[src/rtl/pwmfm_pkg.sv]
package pwmfm_pkg;

  typedef enum logic [1:0] {
    MODE_OFF  = 2'd0,
    MODE_PWM  = 2'd1,
    MODE_FMON = 2'd2,
    MODE_CLR  = 2'd3
  } mode_e;

  // Strobes from control to datapath, one cycle each.
  typedef struct packed {
    logic cntClear;
    logic cntInc;
    logic outToggle;
    logic pwmRefresh;
  } dp_strobe_t;

  localparam logic [1:0] ADDR_CTRL   = 2'd0;
  localparam logic [1:0] ADDR_RELOAD = 2'd1;
  localparam logic [1:0] ADDR_STATUS = 2'd2;
  localparam logic [1:0] ADDR_COUNT  = 2'd3;

  localparam int BIT_IEN  = 2;
  localparam int BIT_PEND = 3;

endpackage

[src/rtl/pwmfm_datapath.sv]
module pwmfm_datapath
  import pwmfm_pkg::*;
#(
  parameter int CNT_W = 16
) (
  input  logic             clk,
  input  logic             rstN,
  input  dp_strobe_t       strobe,
  input  logic [CNT_W-1:0] reload,
  output logic [CNT_W-1:0] count,
  output logic             outLevel
);

  logic [CNT_W-1:0] countNext;

  assign countNext = count + 1'b1;

  always_ff @(posedge clk or negedge rstN) begin
    if (!rstN) begin
      count <= '0;
    end else if (strobe.cntClear) begin
      count <= '0;
    end else if (strobe.cntInc) begin
      count <= countNext;
    end
  end

  // Output priority: clear, then mode-change toggle, then PWM compare.
  always_ff @(posedge clk or negedge rstN) begin
    if (!rstN) begin
      outLevel <= 1'b0;
    end else if (strobe.cntClear) begin
      outLevel <= 1'b0;
    end else if (strobe.outToggle) begin
      outLevel <= ~outLevel;
    end else if (strobe.pwmRefresh) begin
      outLevel <= (countNext < reload);
    end
  end

endmodule

[src/rtl/pwmfm_ctrl.sv]
module pwmfm_ctrl
  import pwmfm_pkg::*;
#(
  parameter int CNT_W  = 16,
  parameter int DATA_W = 16
) (
  input  logic              clk,
  input  logic              rstN,
  input  logic              tick,
  input  logic              freeze,
  input  logic              wrEn,
  input  logic [1:0]        addr,
  input  logic [DATA_W-1:0] wrData,
  input  logic [CNT_W-1:0]  count,
  input  logic              outLevel,
  output dp_strobe_t        strobe,
  output mode_e             mode,
  output logic [CNT_W-1:0]  reload,
  output logic              ien,
  output logic              pending,
  output logic [DATA_W-1:0] rdData
);

  localparam logic [CNT_W-1:0] CNT_MAX = '1;

  logic  ctrlWr;
  logic  reloadWr;
  mode_e newMode;
  logic  running;
  logic  modeChange;
  logic  crossEvent;
  logic  fmEntryRise;
  logic  reloadBelow;
  logic  hwSet;
  logic  swClear;

  // Writes are gated by freeze so that every register holds.
  assign ctrlWr     = wrEn && !freeze && (addr == ADDR_CTRL);
  assign reloadWr   = wrEn && !freeze && (addr == ADDR_RELOAD);
  assign newMode    = mode_e'(wrData[1:0]);
  assign running    = (mode == MODE_PWM) || (mode == MODE_FMON);
  assign modeChange = ctrlWr && (newMode != mode);

  always_comb begin
    strobe            = '0;
    strobe.cntClear   = ctrlWr && (newMode == MODE_CLR);
    strobe.cntInc     = tick && !freeze && running;
    strobe.outToggle  = modeChange && running;
    strobe.pwmRefresh = strobe.cntInc && (mode == MODE_PWM);
  end

  // Hardware sources of the pending flag.
  assign crossEvent  = strobe.cntInc && !strobe.cntClear && (mode == MODE_FMON) &&
                       (count == reload) && (count != CNT_MAX);
  assign fmEntryRise = strobe.outToggle && (newMode == MODE_FMON) && !outLevel;
  assign reloadBelow = reloadWr && (mode == MODE_FMON) && (wrData[CNT_W-1:0] < count);
  assign hwSet       = crossEvent || fmEntryRise || reloadBelow;
  assign swClear     = ctrlWr && !wrData[BIT_PEND];

  always_ff @(posedge clk or negedge rstN) begin
    if (!rstN) begin
      mode <= MODE_OFF;
      ien  <= 1'b0;
    end else if (ctrlWr) begin
      mode <= newMode;
      ien  <= wrData[BIT_IEN];
    end
  end

  always_ff @(posedge clk or negedge rstN) begin
    if (!rstN) begin
      reload <= '0;
    end else if (reloadWr) begin
      reload <= wrData[CNT_W-1:0];
    end
  end

  // Hardware set has precedence over a software clear.
  always_ff @(posedge clk or negedge rstN) begin
    if (!rstN) begin
      pending <= 1'b0;
    end else if (hwSet) begin
      pending <= 1'b1;
    end else if (swClear) begin
      pending <= 1'b0;
    end
  end

  always_comb begin
    rdData = '0;
    unique case (addr)
      ADDR_CTRL: begin
        rdData[1:0]      = mode;
        rdData[BIT_IEN]  = ien;
        rdData[BIT_PEND] = pending;
      end
      ADDR_RELOAD: rdData[CNT_W-1:0] = reload;
      ADDR_STATUS: rdData[0]         = outLevel;
      ADDR_COUNT:  rdData[CNT_W-1:0] = count;
      default:     rdData            = '0;
    endcase
  end

endmodule

[src/rtl/pwm_freq_timer.sv]
module pwm_freq_timer
  import pwmfm_pkg::*;
#(
  parameter int CNT_W  = 16,
  parameter int DATA_W = 16
) (
  input  logic              clk,
  input  logic              rstN,
  input  logic              tick,
  input  logic              freeze,
  input  logic              wrEn,
  input  logic [1:0]        addr,
  input  logic [DATA_W-1:0] wrData,
  output logic [DATA_W-1:0] rdData,
  output logic              pwmOut,
  output logic              irq
);

  dp_strobe_t       strobe;
  mode_e            mode;
  logic [CNT_W-1:0] reload;
  logic [CNT_W-1:0] count;
  logic             ien;
  logic             pending;
  logic             outLevel;

  pwmfm_ctrl #(.CNT_W(CNT_W), .DATA_W(DATA_W)) uCtrl (
    .clk      (clk),
    .rstN     (rstN),
    .tick     (tick),
    .freeze   (freeze),
    .wrEn     (wrEn),
    .addr     (addr),
    .wrData   (wrData),
    .count    (count),
    .outLevel (outLevel),
    .strobe   (strobe),
    .mode     (mode),
    .reload   (reload),
    .ien      (ien),
    .pending  (pending),
    .rdData   (rdData)
  );

  pwmfm_datapath #(.CNT_W(CNT_W)) uDp (
    .clk      (clk),
    .rstN     (rstN),
    .strobe   (strobe),
    .reload   (reload),
    .count    (count),
    .outLevel (outLevel)
  );

  assign pwmOut = outLevel;
  assign irq    = pending && ien;

endmodule

[config.mk]
export PLATFORM = sky130hd
export DESIGN_NAME = pwm_freq_timer
export DESIGN_NICKNAME = d
export VERILOG_FILES = /design/src/rtl/pwmfm_pkg.sv /design/src/rtl/pwmfm_datapath.sv /design/src/rtl/pwmfm_ctrl.sv /design/src/rtl/pwm_freq_timer.sv
export SDC_FILE = /design/constraint.sdc
export NUM_CORES = 1
export LEC_CHECK = 0
export BUFFER_PORTS_ARGS = -buffer_cell sky130_fd_sc_hd__buf_2
export CAP_MARGIN = 20
export CORE_MARGIN = 5
export CORE_UTILIZATION = 55
export CTS_CLUSTER_DIAMETER = 60
export DETAILED_ROUTE_END_ITERATION = 8
export PLACE_DENSITY = 0.77
export RECOVER_POWER = 50
export SETUP_SLACK_MARGIN = 0.05
export SLEW_MARGIN = 20
export SYNTH_ARGS = -nofsm -noshare
export SYNTH_HDL_FRONTEND = slang
export SYNTH_SLANG_ARGS = --single-unit
[constraint.sdc]
create_clock -name clk -period 4 [get_ports clk]
set_clock_uncertainty 0.2 [all_clocks]
set_input_delay 0.2 -clock clk [delete_from_list [all_inputs] [get_ports clk]]
set_output_delay 0.2 -clock clk [all_outputs]
set_load 0.01 [all_outputs]
==> flow_summary.yaml, run 1 <==
status:
  status: "finished, violations left"
  violations: "max-capacitance violations, max-slew violations"
place:
  dp_hpwl_mm: 5.854
  dpl_cell_area_mm2: 0.003342
  gp_congestion: 0.8789
  dp_worst_setup_slack_ps: 692.4
  portBuffers: 40
die:
  die_h_um: 85.42
  core_mm2: 0.005507
  io_pins: 41
  fp.dieW_um: 85.42
  rows: 27
  die_area_mm2: 0.007296
  initial_core_util_pct: 56.81
power:
  p_sw_mw: 0.5759
  clkPwrFrac_pct: 18.3
  leakage_nw: 1.576
  power_mw: 1.454
  vdd_ir_drop_max_mv: 0.2572
  seqPwrFrac_pct: 39.3
  power_density_mw_per_mm2: 407.8
  pwr-share-comb_pct: 42.4
  internal_power_mw: 0.8777
  p_sw_share_pct: 39.62
global_route:
  grt_antenna_before_repair: 0
  grt_pass1_vias: 2744
  grt_max_degree: 38
  track_usage_pct: 22.48
  grt_first_pass_wirelength_mm: 13.19
  grt_overflow: 0
timing:
  period_minus_slack_ps: 3319
  rsz0062_at_grt: "no"
  relSlewSlack_pct: -37.84
  setup_viol: 0
  finalCritPeriodShare_pct: 82.97
  fmax_mhz: 301.3
  slew_violations: 62
  finalHoldViolations: 0
  fin_ws_ps: 681.1
  tns_ps: 0
  worst_pin_slew_ps: 2068
layout:
  final_layout_size_suffix_gt1_share_pct: 12.22
  fillers: 471
  final_cell_area_mm2: 0.003565
  finalNetCount: 466
  seqCellArea_um2: 925.9
  most-common-layout-cells: "nand2_1 (39), dfrtp_1 (37), xnor2_1 (36), ha_1 (34)"
  area_growth_pct: 13.96
  multi_input_area_mm2: 0.001984
  final_common_cell: "nand2_1"
clocking:
  insertion_delay_ps: 290
  cts_sinks: 37
  clock-root-buffer: "clkbuf_8"
  cts_tree: "done"
  numCtsBuffers: 5
  cts.repair.resized: 0
  clk_pin_slew_ps: 70
  clk_path_buf_depth: 2
  cts_hold_buffers: 15
  htree_levels: 2
  post-cts-setup-buffers: 0
critical_path:
  startpoint_type: "flop"
  cp-end-kind: "flop"
  cp_max_fo: 9
  worstPathRequired_ps: 4020
  crit_arrival_ps: 3330
  crit_type: "flop to flop"
synthesis:
  synthesis.instances: 367
  synth_area_mm2: 0.003128
  synthAdderAreaFrac_pct: 13.60
  ys_seq_area_share_pct: 29.60
  synth_seq_cells: 37
  syn-num-nets: 424
  avgSynthCellArea_um2: 8.523
  synth_edf_count: 0
  synthMuxAreaShare_pct: 5.280
  yosysUniqueCellTypes: 50
  synth_warnings: 0
  synthSimpleGateAreaFrac_pct: 20.36
  synth_top_family_by_area: "simple AND/OR/NAND/NOR gates"
  synth_compound_gate_area_share_pct: 12.44
  synthArstFlopShare_pct: 100.0
  synth-xor-area-share_pct: 11.48
  synth_ff_type: "dfrtp_1"
detailed_routing:
  postRouteAntennaNets: 0
  routed_wl_mm: 7.914
  drtIter0Drc: 216
  vias_per_cell: 5.608
  wl_per_cell_um: 16.42
  drt_first_pass_iters: 5
  vias: 2703
  drc: 0
job:
  maxCapViolCount: 2
min_path:
  hold_path_class: "primary input to flop"
==> cell type report <==
| type | instances | share of cell area, % |
|---|---|---|
| antenna | 1 | 0.07020 |
| clock buffer | 7 | 2.422 |
| inverter | 32 | 3.370 |
| multi-input combinational | 276 | 55.67 |
| sequential | 37 | 25.97 |
| tap | 72 | 2.527 |
| timing repair buffer | 57 | 9.968 |
==> logic make-up (layout without fill, tap and decap cells) <==
family                     after synthesis  in the layout
muxes                                   15             15
and+or+nand+nor                        121            121
buffers and inverters                   54             96
AOI/OAI and AO/OA                       65             65
adders and majority gates               34             34
DFF                                     37             37
other                                    0              1
xor gates and xnor gates                41             41
==> metal layers <==
metal	up-vias	track usage, %	share of wire [%]
li1	1348	-	-
met1	1261	29.14	45
met2	77	38.70	49
met3	17	3.495	4.7
met4	0	6.187	2.1
met5	-	0	0
==> sequential cells by signal, indices dropped and copies added, names as in the netlist <==
| register | count |
|---|---|
| uCtrl.reload | 16 |
| uDp.count | 16 |
| uCtrl.mode | 2 |
| uCtrl.ien | 1 |
| uCtrl.pending | 1 |
| uDp.outLevel | 1 |
==> path summary, 6_finish.rpt <==
kind	startpoint	endpoint	slack, ps	depth (start not counted)
min	wrData[0]	uCtrl.mode[0]	30	3
max reg2reg	uDp.count[7]	uDp.outLevel	680	10
min reg2reg	uCtrl.ien	uCtrl.ien	340	2
min in group asynchronous	rstN	uCtrl.reload[3]	840	2
max	uDp.count[7]	uDp.outLevel	680	10
max in group asynchronous	rstN	uDp.count[10]	1570	2
==> synthesized netlist by cell type (2+ instances only) <==
cell type	number	area (um2)
nand2_1	39	146.4
dfrtp_1	37	925.9
xnor2_1	36	315.3
ha_1	34	425.4
inv_1	32	120.1
o21ai_0	30	150.1
nor2_1	19	71.32
a21oi_1	15	75.07
nor2b_1	14	87.58
mux2i_1	12	120.1
clkbuf_1	11	41.29
nand4_1	9	56.30
nor3_1	8	40.04
nand3_1	7	35.03
buf_2	5	25.02
xor2_1	5	43.79
a21o_1	4	30.03
nor4_1	4	25.02
a22o_1	3	26.28
and2_1	3	18.77
nor3b_1	3	22.52
a2111oi_0	2	17.52
and3_1	2	12.51
buf_4	2	15.01
clkbuf_2	2	10.01
mux2_2	2	22.52
o2111ai_1	2	17.52
o211ai_1	2	15.01
or3_1	2	12.51
==> critical path: stages, from the launching register on <==
cell	delay (ps)
dfrtp_1	520
nand4_2	180
or2_0	330
or4_4	470
xnor2_1	190
ha_1	270
a21o_1	180
a21o_1	170
a2111oi_0	500
nand2_1	100
o21ai_1	140
==> stage by stage <==
stage	instances	util [%]	hold slack (ps)
4_1_cts	481	64.99	10.21
6_report	482	64.74	25.14
3_5_place_dp	459	60.69	168.9
5_1_grt	481	64.69	51.34
3_3_place_gp	459	60.69	160.7
2_1_floorplan	367	-	-295.6
==> power by group through the flow <==
stage	Sequential [mW]	Combinational, mW	Clock, mW
after global routing	0.585	0.689	0.282
after floorplan	0.519	0.474	0
final	0.571	0.616	0.267
after detailed placement	0.574	0.601	0
after CTS	0.567	0.621	0.274
after global placement	0.566	0.587	0
Power figures use the tool's default switching activity.
==> run 2, diff against run 1 <==
clock period = 3.2 ns   (was 4 ns; I/O delays follow)
==> run 2 against run 1 <==
The run still ends with max-capacitance violations, max-slew violations left. Critical path depth is the same. Die area is the same. Total power grew 30%. Highest routed layer unchanged. Maximum frequency grew 12%. Wire length grew 1.2%. Worst setup slack lost 430 ps. Worst hold slack gained 92 ps. Global-route usage grew 0.75 points. Via count grew 2.5%. Sequential power grew 16%. Register-to-register slack lost 430 ps. Clock-buffer cell count is the same.
==> flow_summary.yaml, run 2 (synthesized netlist as in run 1, its figures left out) <==
global_route:
  grt_antenna_before_repair: 0
  met2_usage_pct: 38.56
  grt_first_pass_wirelength_mm: 13.40
  grtUsageMet1_pct: 30.10
  track_usage_pct: 23.23
  grt_pass1_vias: 2798
  grt_max_degree: 38
  busiest_layer: "met2"
  grt_use_met3_pct: 4.078
  grt_overflow: 0
layout:
  post-route-util_pct: 67.30
  diodes: 0
  area_growth_pct: 18.48
  final_cell_area_mm2: 0.003706
  instances_no_fill: 497
  final_common_cell: "nand2_1"
  finalNetCount: 482
  final_layout_size_suffix_gt1_share_pct: 16.71
  most-common-layout-cells: "nand2_1 (39), buf_2 (37), dfrtp_1 (37), xnor2_1 (36), ha_1 (34)"
  top_regs: "uCtrl.reload (16), uDp.count (16), uCtrl.mode (2)"
detailed_routing:
  vias_per_cell: 5.573
  drtIter0Drc: 151
  postRouteAntennaNets: 0
  drt_first_pass_iters: 4
  wl_per_cell_um: 16.11
  drc: 0
  routed_wl_mm: 8.007
  vias: 2770
timing:
  tns_ps: 0
  finalCritPeriodShare_pct: 92.31
  setup_viol: 0
  rsz0062_at_grt: "no"
  worst_pin_slew_ps: 2083
  finalHoldViolations: 0
  slew_violations: 38
  fmax_mhz: 338.5
  relSlewSlack_pct: -38.86
  period_minus_slack_ps: 2954
  fin_ws_ps: 246.2
clocking:
  clk_path_buf_depth: 2
  numCtsBuffers: 5
  post-cts-setup-buffers: 0
  cts_tree: "done"
  clock-root-buffer: "clkbuf_8"
  clk_pin_slew_ps: 70
  insertion_delay_ps: 290
  cts_sinks: 37
  htree_levels: 2
status:
  status: "finished, violations left"
  violations: "max-capacitance violations, max-slew violations"
power:
  pwr-share-comb_pct: 46.8
  seqPwrFrac_pct: 35.2
  leakage_nw: 1.673
  power_density_mw_per_mm2: 509.6
  p_sw_share_pct: 39.26
  internal_power_mw: 1.147
  vdd_ir_drop_max_mv: 0.3094
  clkPwrFrac_pct: 18.0
  p_sw_mw: 0.7413
min_path:
  hold_path_class: "primary input to flop"
  hold_path_depth: 4
place:
  gp_congestion: 0.9065
  dp_cells: 473
  dpl_cell_area_mm2: 0.003447
  portBuffers: 40
  dp_hpwl_mm: 6.028
  dp_worst_setup_slack_ps: 87.94
critical_path:
  r2r_cells: 10
  worstPathRequired_ps: 3230
  crit_type: "flop to flop"
  crit_arrival_ps: 2980
  cp_max_fo: 5
  cp-end-kind: "flop"
  startpoint_type: "flop"
die:
  die_area_mm2: 0.007296
  core_mm2: 0.005507
  rows: 27
  io_pins: 41
  fp.dieW_um: 85.42
  die_h_um: 85.42
  initial_core_util_pct: 56.81
job:
  maxCapViolCount: 2
-- run 2: power by group through the flow --
stage / Sequential, mW / Combinational [mW] / Clock [mW]
after CTS: 0.661 / 0.880 / 0.343
final: 0.665 / 0.884 / 0.340
after global placement: 0.663 / 0.832 / 0
after detailed placement: 0.670 / 0.855 / 0
after global routing: 0.678 / 0.985 / 0.364
after floorplan: 0.649 / 0.593 / 0
-- run 2: final cells by class --
| class | instances | area (um2) |
|---|---|---|
| Clock buffer | 7 | 86.33 |
| Fill cell | 455 | 1800 |
| Inverter | 32 | 120.1 |
| Multi-Input combinational cell | 276 | 2001 |
| Sequential cell | 37 | 925.9 |
| Tap cell | 72 | 90.09 |
| Timing Repair Buffer | 73 | 483.0 |
-- run 2: metal layers --
layer | routed length (um) | vias up
li1 | - | 1376
met1 | 3677 | 1324
met2 | 3866 | 53
met3 | 271 | 17
met4 | 192 | 0
met5 | 0 | -
-- run 2: what timing repair did --
item,4_1_cts,5_1_grt
gates resized for setup,0,4
hold buffers,17,0
hold endpoints to repair,56,0
setup endpoints to repair,0,1
-- run 2: stage by stage --
step | power [mW] | hold WS, ps
global route | 2.028 | 143.3
CTS | 1.884 | 76.99
floorplan | 1.242 | -335.6
finish | 1.888 | 116.9
global placement | 1.495 | 116.4
detailed placement | 1.525 | 124.8
-- run 2: worst max-delay path, cell delays in order (launching register included) --
cell and delay [ps]:
dfrtp_1 340, and2_1 260, nand3_2 160, or4_4 520, xnor2_1 150, ha_1 300
a21o_1 180, a21o_1 180, a2111oi_2 390, nand2_1 90, o21ai_1 120
-- run 2: final timing paths --
kind / from / slack [ps] / endpoint
setup / recovery: uDp.count[0] / 250 / uDp.outLevel
setup reg to reg: uDp.count[0] / 250 / uDp.outLevel
max in group asynchronous: rstN / 810 / uDp.count[9]
hold reg to reg: uCtrl.ien / 310 / uCtrl.ien
hold / removal: freeze / 120 / uCtrl.ien
min in group asynchronous: rstN / 800 / uCtrl.reload[3]
